===== src/rtl/updn_cnt_pkg.sv =====
package updn_cnt_pkg;

    typedef enum logic [1:0] {
        MODE_FREE    = 2'd0,
        MODE_LIMIT   = 2'd1,
        MODE_ONESHOT = 2'd2,
        MODE_MODULO  = 2'd3
    } cnt_mode_e;

    typedef enum logic [1:0] {
        ST_RUN      = 2'd0,
        ST_HELD_TOP = 2'd1,
        ST_HELD_BOT = 2'd2,
        ST_HALT     = 2'd3
    } cnt_state_e;

    typedef enum logic [2:0] {
        ACT_HOLD = 3'd0,
        ACT_INC  = 3'd1,
        ACT_DEC  = 3'd2,
        ACT_LOAD = 3'd3,
        ACT_ZERO = 3'd4,
        ACT_TOP  = 3'd5
    } cnt_act_e;

endpackage


===== src/rtl/updn_step_gate.sv =====
module updn_step_gate (
    input  logic cnt_en,
    input  logic up_pulse,
    input  logic dn_pulse,
    output logic step_up,
    output logic step_dn
);
    // a lone, enabled pulse becomes a step; coincident pulses cancel
    always_comb begin
        step_up = cnt_en && up_pulse && !dn_pulse;
        step_dn = cnt_en && dn_pulse && !up_pulse;
    end
endmodule


===== src/rtl/updn_bound_cmp.sv =====
module updn_bound_cmp #(
    parameter int W = 24
) (
    input  logic [W-1:0] count,
    input  logic [W-1:0] preset_val,
    output logic         at_max,
    output logic         at_zero,
    output logic         at_preset
);
    localparam logic [W-1:0] CNT_MAX = {W{1'b1}};

    always_comb begin
        at_max    = (count == CNT_MAX);
        at_zero   = (count == '0);
        at_preset = (count == preset_val);
    end
endmodule


===== src/rtl/updn_mode_fsm.sv =====
module updn_mode_fsm
    import updn_cnt_pkg::*;
(
    input  logic       clk,
    input  logic       rst_n,
    input  cnt_mode_e  mode,
    input  logic       step_up,
    input  logic       step_dn,
    input  logic       load_req,
    input  logic       at_max,
    input  logic       at_zero,
    input  logic       at_preset,
    output cnt_act_e   act,
    output logic       set_carry,
    output logic       set_borrow
);
    cnt_state_e cur, nxt;

    // response of a running counter to one step, per mode
    cnt_act_e   run_act;
    cnt_state_e run_nxt;
    logic       run_c, run_b;

    always_comb begin
        run_act = ACT_HOLD;
        run_nxt = ST_RUN;
        run_c   = 1'b0;
        run_b   = 1'b0;
        if (step_up) begin
            unique case (mode)
                MODE_FREE: begin
                    run_act = ACT_INC;
                    run_c   = at_max;
                end
                MODE_LIMIT: begin
                    if (at_preset) begin
                        run_nxt = ST_HELD_TOP;
                    end else begin
                        run_act = ACT_INC;
                        run_c   = at_max;
                    end
                end
                MODE_ONESHOT: begin
                    run_act = ACT_INC;
                    run_c   = at_max;
                    if (at_max) run_nxt = ST_HALT;
                end
                MODE_MODULO: begin
                    if (at_preset) begin
                        run_act = ACT_ZERO;
                        run_c   = 1'b1;
                    end else begin
                        run_act = ACT_INC;
                        run_c   = at_max;
                    end
                end
            endcase
        end else if (step_dn) begin
            unique case (mode)
                MODE_FREE: begin
                    run_act = ACT_DEC;
                    run_b   = at_zero;
                end
                MODE_LIMIT: begin
                    if (at_zero) begin
                        run_nxt = ST_HELD_BOT;
                    end else begin
                        run_act = ACT_DEC;
                    end
                end
                MODE_ONESHOT: begin
                    run_act = ACT_DEC;
                    run_b   = at_zero;
                    if (at_zero) run_nxt = ST_HALT;
                end
                MODE_MODULO: begin
                    if (at_zero) begin
                        run_act = ACT_TOP;
                        run_b   = 1'b1;
                    end else begin
                        run_act = ACT_DEC;
                    end
                end
            endcase
        end
    end

    // state register
    always_ff @(posedge clk or negedge rst_n) begin
        if (!rst_n) cur <= ST_RUN;
        else        cur <= nxt;
    end

    // next state and actions
    always_comb begin
        nxt        = cur;
        act        = ACT_HOLD;
        set_carry  = 1'b0;
        set_borrow = 1'b0;
        if (load_req) begin
            nxt = ST_RUN;
            act = ACT_LOAD;
        end else begin
            unique case (cur)
                ST_RUN: begin
                    if (step_up || step_dn) begin
                        nxt = run_nxt; act = run_act;
                        set_carry = run_c; set_borrow = run_b;
                    end
                end
                ST_HELD_TOP: begin
                    if (step_dn) begin
                        nxt = run_nxt; act = run_act;
                        set_carry = run_c; set_borrow = run_b;
                    end
                end
                ST_HELD_BOT: begin
                    if (step_up) begin
                        nxt = run_nxt; act = run_act;
                        set_carry = run_c; set_borrow = run_b;
                    end
                end
                ST_HALT: begin
                    nxt = ST_HALT;
                end
            endcase
        end
    end


    halt_sticky_chk: assert property (@(posedge clk) disable iff (!rst_n)
        (cur == ST_HALT && !load_req) |=> (cur == ST_HALT));


    limit_hold_chk: assert property (@(posedge clk) disable iff (!rst_n)
        (mode == MODE_LIMIT && step_up && at_preset && !load_req && cur != ST_HALT)
        |=> (cur == ST_HELD_TOP));
endmodule


===== src/rtl/updn_count_dp.sv =====
module updn_count_dp
    import updn_cnt_pkg::*;
#(
    parameter int W = 24
) (
    input  logic         clk,
    input  logic         rst_n,
    input  cnt_act_e     act,
    input  logic         set_carry,
    input  logic         set_borrow,
    input  logic         flag_clr,
    input  logic         step_up,
    input  logic         step_dn,
    input  logic [W-1:0] preset_val,
    output logic [W-1:0] count,
    output logic         carry,
    output logic         borrow,
    output logic         dir_up
);
    always_ff @(posedge clk or negedge rst_n) begin
        if (!rst_n) begin
            count <= '0;
        end else begin
            unique case (act)
                ACT_INC:  count <= count + 1'b1;
                ACT_DEC:  count <= count - 1'b1;
                ACT_LOAD: count <= preset_val;
                ACT_ZERO: count <= '0;
                ACT_TOP:  count <= preset_val;
                default:  count <= count;
            endcase
        end
    end

    // sticky flags: a new set outranks a clear in the same cycle
    always_ff @(posedge clk or negedge rst_n) begin
        if (!rst_n) begin
            carry  <= 1'b0;
            borrow <= 1'b0;
        end else begin
            if (set_carry)     carry <= 1'b1;
            else if (flag_clr) carry <= 1'b0;
            if (set_borrow)    borrow <= 1'b1;
            else if (flag_clr) borrow <= 1'b0;
        end
    end

    always_ff @(posedge clk or negedge rst_n) begin
        if (!rst_n)       dir_up <= 1'b1;
        else if (step_up) dir_up <= 1'b1;
        else if (step_dn) dir_up <= 1'b0;
    end


    carry_sticky_chk: assert property (@(posedge clk) disable iff (!rst_n)
        (carry && !flag_clr) |=> carry);


    borrow_sticky_chk: assert property (@(posedge clk) disable iff (!rst_n)
        (borrow && !flag_clr) |=> borrow);
endmodule


===== src/rtl/updn_preset_counter.sv =====
module updn_preset_counter
    import updn_cnt_pkg::*;
#(
    parameter int CNT_W = 24
) (
    input  logic             clk,
    input  logic             rst_n,
    input  logic             cnt_en,
    input  logic             up_pulse,
    input  logic             dn_pulse,
    input  logic [1:0]       count_mode,
    input  logic [CNT_W-1:0] preset_val,
    input  logic             preset_load,
    input  logic             index_active,
    input  logic             index_load_en,
    input  logic             flag_clr,
    output logic [CNT_W-1:0] count,
    output logic             carry,
    output logic             borrow,
    output logic             ext_bit,
    output logic             dir_up
);
    logic      step_up, step_dn;
    logic      at_max, at_zero, at_preset;
    logic      load_req;
    logic      set_carry, set_borrow;
    cnt_act_e  act;
    cnt_mode_e mode;

    assign mode     = cnt_mode_e'(count_mode);
    assign load_req = preset_load || (index_load_en && index_active);
    assign ext_bit  = carry ^ borrow;

    updn_step_gate u_gate (
        .cnt_en   (cnt_en),
        .up_pulse (up_pulse),
        .dn_pulse (dn_pulse),
        .step_up  (step_up),
        .step_dn  (step_dn)
    );

    updn_bound_cmp #(.W(CNT_W)) u_cmp (
        .count      (count),
        .preset_val (preset_val),
        .at_max     (at_max),
        .at_zero    (at_zero),
        .at_preset  (at_preset)
    );

    updn_mode_fsm u_fsm (
        .clk        (clk),
        .rst_n      (rst_n),
        .mode       (mode),
        .step_up    (step_up),
        .step_dn    (step_dn),
        .load_req   (load_req),
        .at_max     (at_max),
        .at_zero    (at_zero),
        .at_preset  (at_preset),
        .act        (act),
        .set_carry  (set_carry),
        .set_borrow (set_borrow)
    );

    updn_count_dp #(.W(CNT_W)) u_dp (
        .clk        (clk),
        .rst_n      (rst_n),
        .act        (act),
        .set_carry  (set_carry),
        .set_borrow (set_borrow),
        .flag_clr   (flag_clr),
        .step_up    (step_up),
        .step_dn    (step_dn),
        .preset_val (preset_val),
        .count      (count),
        .carry      (carry),
        .borrow     (borrow),
        .dir_up     (dir_up)
    );


    cancel_chk: assert property (@(posedge clk) disable iff (!rst_n)
        (up_pulse && dn_pulse && !load_req) |=> $stable(count));


    gate_chk: assert property (@(posedge clk) disable iff (!rst_n)
        (!cnt_en && !load_req) |=> $stable(count));


    load_chk: assert property (@(posedge clk) disable iff (!rst_n)
        preset_load |=> (count == $past(preset_val)));


    dir_chk: assert property (@(posedge clk) disable iff (!rst_n)
        (cnt_en && up_pulse && !dn_pulse) |=> dir_up);
endmodule


===== config.mk =====
export PLATFORM = sky130hd
export DESIGN_NAME = updn_preset_counter
export DESIGN_NICKNAME = d
export VERILOG_FILES = /design/src/rtl/updn_cnt_pkg.sv /design/src/rtl/updn_step_gate.sv /design/src/rtl/updn_bound_cmp.sv /design/src/rtl/updn_mode_fsm.sv /design/src/rtl/updn_count_dp.sv /design/src/rtl/updn_preset_counter.sv
export SDC_FILE = /design/constraint.sdc
export NUM_CORES = 1
export LEC_CHECK = 0
export ABC_AREA = 0
export CORE_UTILIZATION = 31
export DETAILED_ROUTE_END_ITERATION = 12
export DONT_BUFFER_PORTS = 1
export HOLD_SLACK_MARGIN = 0.08
export SLEW_MARGIN = 10
export SYNTH_ARGS = -nofsm -noshare
export SYNTH_HDL_FRONTEND = slang
export SYNTH_SLANG_ARGS = --single-unit

===== constraint.sdc =====
create_clock -name clk -period 5.2 [get_ports clk]
set_clock_uncertainty 0.1 [all_clocks]
set_input_delay 1.3 -clock clk [delete_from_list [all_inputs] [get_ports clk]]
set_output_delay 1.3 -clock clk [all_outputs]
set_load 0.01 [all_outputs]

## After elaboration in Yosys (flattened, before gate mapping)

Index checks and enable logic that the tools add are counted.

| storage, ports and cells | value |
|---|---|
| bits in registers | 29 |
| latch bits | 0 |
| bits in writable memories | 0 |
| ROM bits | 0 |
| bits of input ports | 35 |
| output and inout bits | 28 |
| memories kept | 0 |

| cells by class | value |
|---|---|
| add/sub/neg operators | 2 |
| multiply operators | 0 |
| div/mod/pow operators | 0 |
| $lt $le $gt $ge | 0 |
| equality and inequality tests | 16 |
| shifts and indexed selects | 0 |
| multiplexer cells | 50 |
| bitwise operators | 1 |
| reductions and logical operators | 19 |

Operators by type and width:

| cell | count |
|---|---|
| $pmux W24 S4 | 1 |
| $pmux W3 S3 | 3 |
| $add A24 B1 Y24 const B | 1 |
| $eq A24 B24 Y1 | 1 |
| $eq A24 B24 Y1 const B | 1 |
| $logic_not A24 Y1 | 1 |
| $mux W3 | 8 |
| $sub A24 B1 Y24 const B | 1 |
| $mux W1 | 21 |
| $mux W2 | 10 |
| $ne A3 B2 Y1 const B | 3 |
| $pmux W1 S3 | 3 |
| $eq A2 B2 Y1 const B | 4 |
| $pmux W2 S2 | 2 |
| $pmux W2 S4 | 1 |
| $eq A3 B2 Y1 const B | 2 |
| $eq A3 B3 Y1 const B | 2 |
| $reduce_bool A2 Y1 | 3 |
| $logic_and A1 B1 Y1 | 5 |
| $eq A2 B1 Y1 const B | 2 |
| $logic_not A2 Y1 | 2 |
| $reduce_bool A4 Y1 | 1 |
| $reduce_or A2 Y1 | 2 |
| $eq A3 B1 Y1 const B | 1 |
| 5 further kinds | 7 |

## Depth between registers and ports, before layout

| depth | value |
|---|---|
| depth in word-level cells | 11 |
| mapped depth | 18 |

## Modules after synthesis

Synthesis repeated with hierarchy kept, for this count alone.

| unflattened totals | value |
|---|---|
| cells, all modules | 457 |
| area total of the unflattened synthesis | 3669.8 µm² |

By module, submodules not included:

| module | times used | cells an instance | area an instance (µm²) | sequential area each (µm²) |
|---|---|---|---|---|
| updn_count_dp | 1 | 349 | 2800.2 | 676.9 |
| updn_mode_fsm | 1 | 55 | 470.5 | 50.0 |
| updn_bound_cmp | 1 | 49 | 365.4 | 0.0 |
| updn_step_gate | 1 | 2 | 17.5 | 0.0 |
| updn_preset_counter | 1 | 2 | 16.3 | 0.0 |

## Least setup slack after synthesis

No wires, ideal clock.

| timing | value |
|---|---|
| kind | input port to flip-flop |
| start point | in preset_val[2] |
| end point | reg u_dp.count[19] |
| setup time | 0.125 ns |
| data arrival time | 5.132 ns |
| setup slack | -0.157 ns |
| stages on the path | 17 |
| path buffers | 0 |
| cell sequence | xor2_1 > nor4_1 > nand4_1 > nor4_1 > a211oi_1 > or2_2 > inv_1 > ha_1 > a211oi_1 > o21bai_1 > and4_1 > o211ai_1 > a21oi_1 > o21a_1 > or3_1 > a32o_1 > mux2_2 |

| between the ends | value |
|---|---|
| word-level cells in the longest chain between the ends | 10 |

Ends and longest elaborated chain:

| element | line | source |
|---|---|---|
| from (decl) | updn_preset_counter.sv:12 | `input logic [CNT_W-1:0] preset_val,` |
| $eq A24 B24 Y1 (*) | updn_bound_cmp.sv:15 | `at_preset = (count == preset_val);` |
| $mux W3 / $mux W1 (equally long branches) | updn_mode_fsm.sv:49, updn_mode_fsm.sv:36 |  |
| $pmux W3 S3 (*) | updn_mode_fsm.sv:30 | `unique case (mode)` |
| $mux W3 (*) | updn_mode_fsm.sv:29 | `if (step_up) begin` |
| $mux W3 (on tied branches) | updn_mode_fsm.sv:118, updn_mode_fsm.sv:106, updn_mode_fsm.sv:112 |  |
| $pmux W3 S3 (*) | updn_mode_fsm.sv:104 | `unique case (cur)` |
| $mux W3 (*) | updn_mode_fsm.sv:100 | `if (load_req) begin` |
| $eq A3 B2 Y1 / $eq A3 B3 Y1 (equally long branches) | updn_count_dp.sv:24 | `unique case (act)` |
| $reduce_or A2 Y1 (no source line) | - |  |
| $pmux W24 S4 / $reduce_bool A4 Y1 (equally long branches) | - |  |
| to (signal assigned) | updn_count_dp.sv:25 | `ACT_INC: count <= count + 1'b1;` |
| to (signal assigned) | updn_count_dp.sv:26 | `ACT_DEC: count <= count - 1'b1;` |
| to (signal assigned) | updn_count_dp.sv:27 | `ACT_LOAD: count <= preset_val;` |
| to (decl) | updn_count_dp.sv:15 | `output logic [W-1:0] count,` |

Every way passes the cells marked *; elsewhere a longest branch is shown, timed or not.
A chain may end at the register's enable or synchronous reset.

## Worst setup path in the final report

| timing | value |
|---|---|
| start point | in preset_val[9] |
| end point | reg u_dp.count[19] |

The elaborated chain is that of the path after synthesis.

==> run_results.csv <==
group,metric,value,unit
outcome,status,"finished clean",
detailed_routing,ant_nets,0,
yosys,yosysTopAreaCellShare,21.8,%
pwr,vdd_drop_max,0.0000918,V
clock_tree,ctsRootBufferMaster,"clkbuf_8",
yosys,synthArstFlopShare,100,%
worst_setup_path,cp-end-kind,"register",
global_route,grt_pass1_vias,3227,
worst_setup_path,cp.arrival,5050,ps
cells_and_area,diodes,0,
yosys,syn_avg_cell_area,7.97,sq um
yosys,synth_area,3220,sq um
timing,hold_viol,0,
detailed_routing,finalWirelength,10.4,mm
clock_tree,cts_tree,"built",
min_path,holdPathEnd,"u_dp.dir_up",
yosys,synthTopCellsByCount,"a21oi_1, nor2_1, ha_1, xor2_1, dfrtp_1",
pwr,switching_share,42.1,%
yosys,ys.flop_type,"dfrtp_1",
clock_tree,cts_made_buffers,5,
detailed_routing,drc_errors,0,
worst_setup_path,crit_fanout,8,
timing,worstMarginPinSlew,554,ps
placement,io_buffer_count,0,
worst_setup_path,reg2reg_slack,290,ps
timing,drv_slew,0,
worst_setup_path,r2r-end,"u_dp.count[19]",
min_path,hold_path_depth,2,
cells_and_area,final_layout_size_suffix_gt1_share,21.4,%
clock_tree,clock_sinks,29,
timing,max_freq,0.201,GHz
timing,timing.final.crit_share,95.8,%
detailed_routing,via_count,3274,
yosys,synth-edff-count,0,
floorplan,dieHeight,104,um
cells_and_area,fin_cells,595,
clock_tree,htreeDepth,2,
timing,slew_headroom,62.7,%
yosys,yosysMostFrequentCell,"a21oi_1",
floorplan,fp.dieArea,10800,sq um
pwr,power_frac_seq,28.1,%
worst_setup_path,critPathLaunchType,"input port",
global_route,grt_antenna_before_repair,0,
clock_tree,clk_latency,280,ps
cells_and_area,fin_nets,530,
global_route,grt_max_degree,30,
yosys,syn_inst,404,
detailed_routing,drt-pass1-iter-count,4,
floorplan,ios,63,
yosys,yosysSeqAreaShare,22.6,%
global_route,grt_overflow,0,
pwr,switchingPower,466,uW
timing,timing.hold.ws,446,ps
clock_tree,cts.reportedPaths.clkPinSlew,70,ps
min_path,worstHoldStart,"u_dp.dir_up",
detailed_routing,viasPerCell,5.50,
clock_tree,cts.path.max_buffers,2,
detailed_routing,drt-wirelength-per-cell,17.5,um
worst_setup_path,reg2reg_depth,18,
floorplan,initial_utilization,32.5,%
floorplan,core_area,9910,sq um
placement,place_congestion,0.870,
worst_setup_path,worstPathRequired,5270,ps
floorplan,row_count,36,
min_path,hold_class,"reg -> reg",
placement,dp_hpwl,8.31,mm
placement,dp.cells,588,
pwr,p_int,642,uW
clock_tree,ctsHoldBuffers,0,
timing,setup_viol,0,
pwr,pwr-share-clk,17.7,%
cells_and_area,syn2layout_area_growth,25.1,%
job,maxCapViolCount,0,
yosys,syn-num-nets,472,
yosys,synthDistinctLibCells,56,
timing,fin_crit,4980,ps
yosys,yosysWarnings,0,
pwr,pwr_density_cell,275,nW/um^2
detailed_routing,drtIter0Drc,179,
pwr,pwr-share-comb,54.2,%
floorplan,die_w,104,um
yosys,yosys.area.top_type,"dfrtp_1",
pwr,leakagePower,0.00176,uW
global_route,grt_use_total,19.5,%
global_route,grt_first_pass_wirelength,16.8,mm
worst_setup_path,criticalPathCategory,"in -> reg",
timing,rsz0062_at_grt,"false",
worst_setup_path,r2r-start,"u_dp.count[14]",
yosys,ys_ff_latch,29,
yosys,synthTopCellsByArea,"dfrtp_1, ha_1, xor2_1",
## per-layer routing
metal	GRT usage [%]	vias up	part of all wire, %
met2	32.8	103	46
li1	-	1635	-
met1	24.8	1523	44
met5	0	-	0
met4	5.41	0	2.0
met3	4.89	13	7.6
## cells by family (layout without fill, tap and decap cells)
family,after synthesis,after routing,share of synthesized area [%]
AO/OA/AOI/OAI,147,147,29.5
AND/OR/NAND/NOR,123,123,19.4
buffers and inverters,37,95,5.72
adder cells (fa/ha/maj),33,33,13.1
XOR/XNOR,33,33,8.98
flip-flops,29,29,22.6
multiplexers,2,2,0.661
## cell type report
class	instances	area [sq um]
fillers	1015	5880
multi-input cells	338	2460
flip-flops and latches	29	727
repair buffers	64	493
well taps	133	166
inverters	24	93.8
clock buffers	7	86.3
## power by group through the flow
stage	registers (uW)	clock network [uW]	logic (uW)
3_5_place_dp	316	0	593
4_1_cts	312	202	599
5_1_grt	318	212	661
6_report	311	197	600
3_3_place_gp	314	0	587
2_1_floorplan	369	0	321
## worst max path at each step
stage | start | to | slack, ps | cells after the start
2_1_floorplan | up_pulse | u_dp.count[19] | -0.4 | 15
3_3_place_gp | preset_val[19] | u_dp.count[19] | -240 | 18
3_5_place_dp | preset_val[19] | u_dp.count[19] | -360 | 18
4_1_cts | preset_val[19] | u_dp.count[19] | 60 | 18
5_1_grt | u_dp.count[14] | u_dp.count[22] | 10 | 19
6_report | preset_val[9] | u_dp.count[19] | 220 | 18
## stage by stage
| stage | instance area, sq um | worst slack, ps | power (uW) | TNS (ps) | utilization [%] |
|---|---|---|---|---|---|
| global placement | 3920 | -236 | 902 | -674 | 39.6 |
| floorplan | 3340 | -0.353 | 691 | -0.353 | - |
| finish | 4030 | 216 | 1110 | 0 | 40.6 |
| global route | 4030 | 12.5 | 1190 | 0 | 40.6 |
| detailed placement | 3920 | -364 | 909 | -1520 | 39.6 |
| CTS | 4010 | 61.6 | 1110 | 0 | 40.5 |
## sequential cells by signal (all words and copies together) (netlist names)
register	count
u_dp.count	24
u_dp.carry	1
u_dp.borrow	1
u_fsm.cur	2
u_dp.dir_up	1
## critical path, stage by stage
cell and delay (ps):
xor2_1 140, nor4_2 420, nand4_1 200, nor4_2 220, a211oi_2 90, or2_4 280, clkinvlp_4 200, buf_12 170
ha_4 200, and3_1 190, a22o_1 220, a31o_2 220, nor3_2 120, a21oi_2 80, o21a_1 180, or3_1 300
a32o_1 250, mux2_2 260
## placed cells by master, fill, tap and decap left out, types with 4 or more instances in the layout
cell,count
buf_4,63
nor2_1,41
a21oi_1,41
xor2_1,29
dfrtp_1,28
ha_1,24
o21ai_0,22
inv_1,22
a31oi_1,14
nor4_1,13
a21o_1,12
nand3_1,12
nand2_1,11
nand4_1,10
o21a_1,9
ha_4,8
o211ai_1,7
nor2b_1,6
nor3_1,6
clkbuf_8,6
o21bai_1,4
and3_1,4
xnor2_1,4
a21boi_0,4
## repair_timing
item,in CTS,in global routing
endpoints found under the setup margin,1,5
resized for setup,1,2
buffers inserted,0,0
pin swaps,0,2
Note: power is estimated with default switching activity, not from simulation.
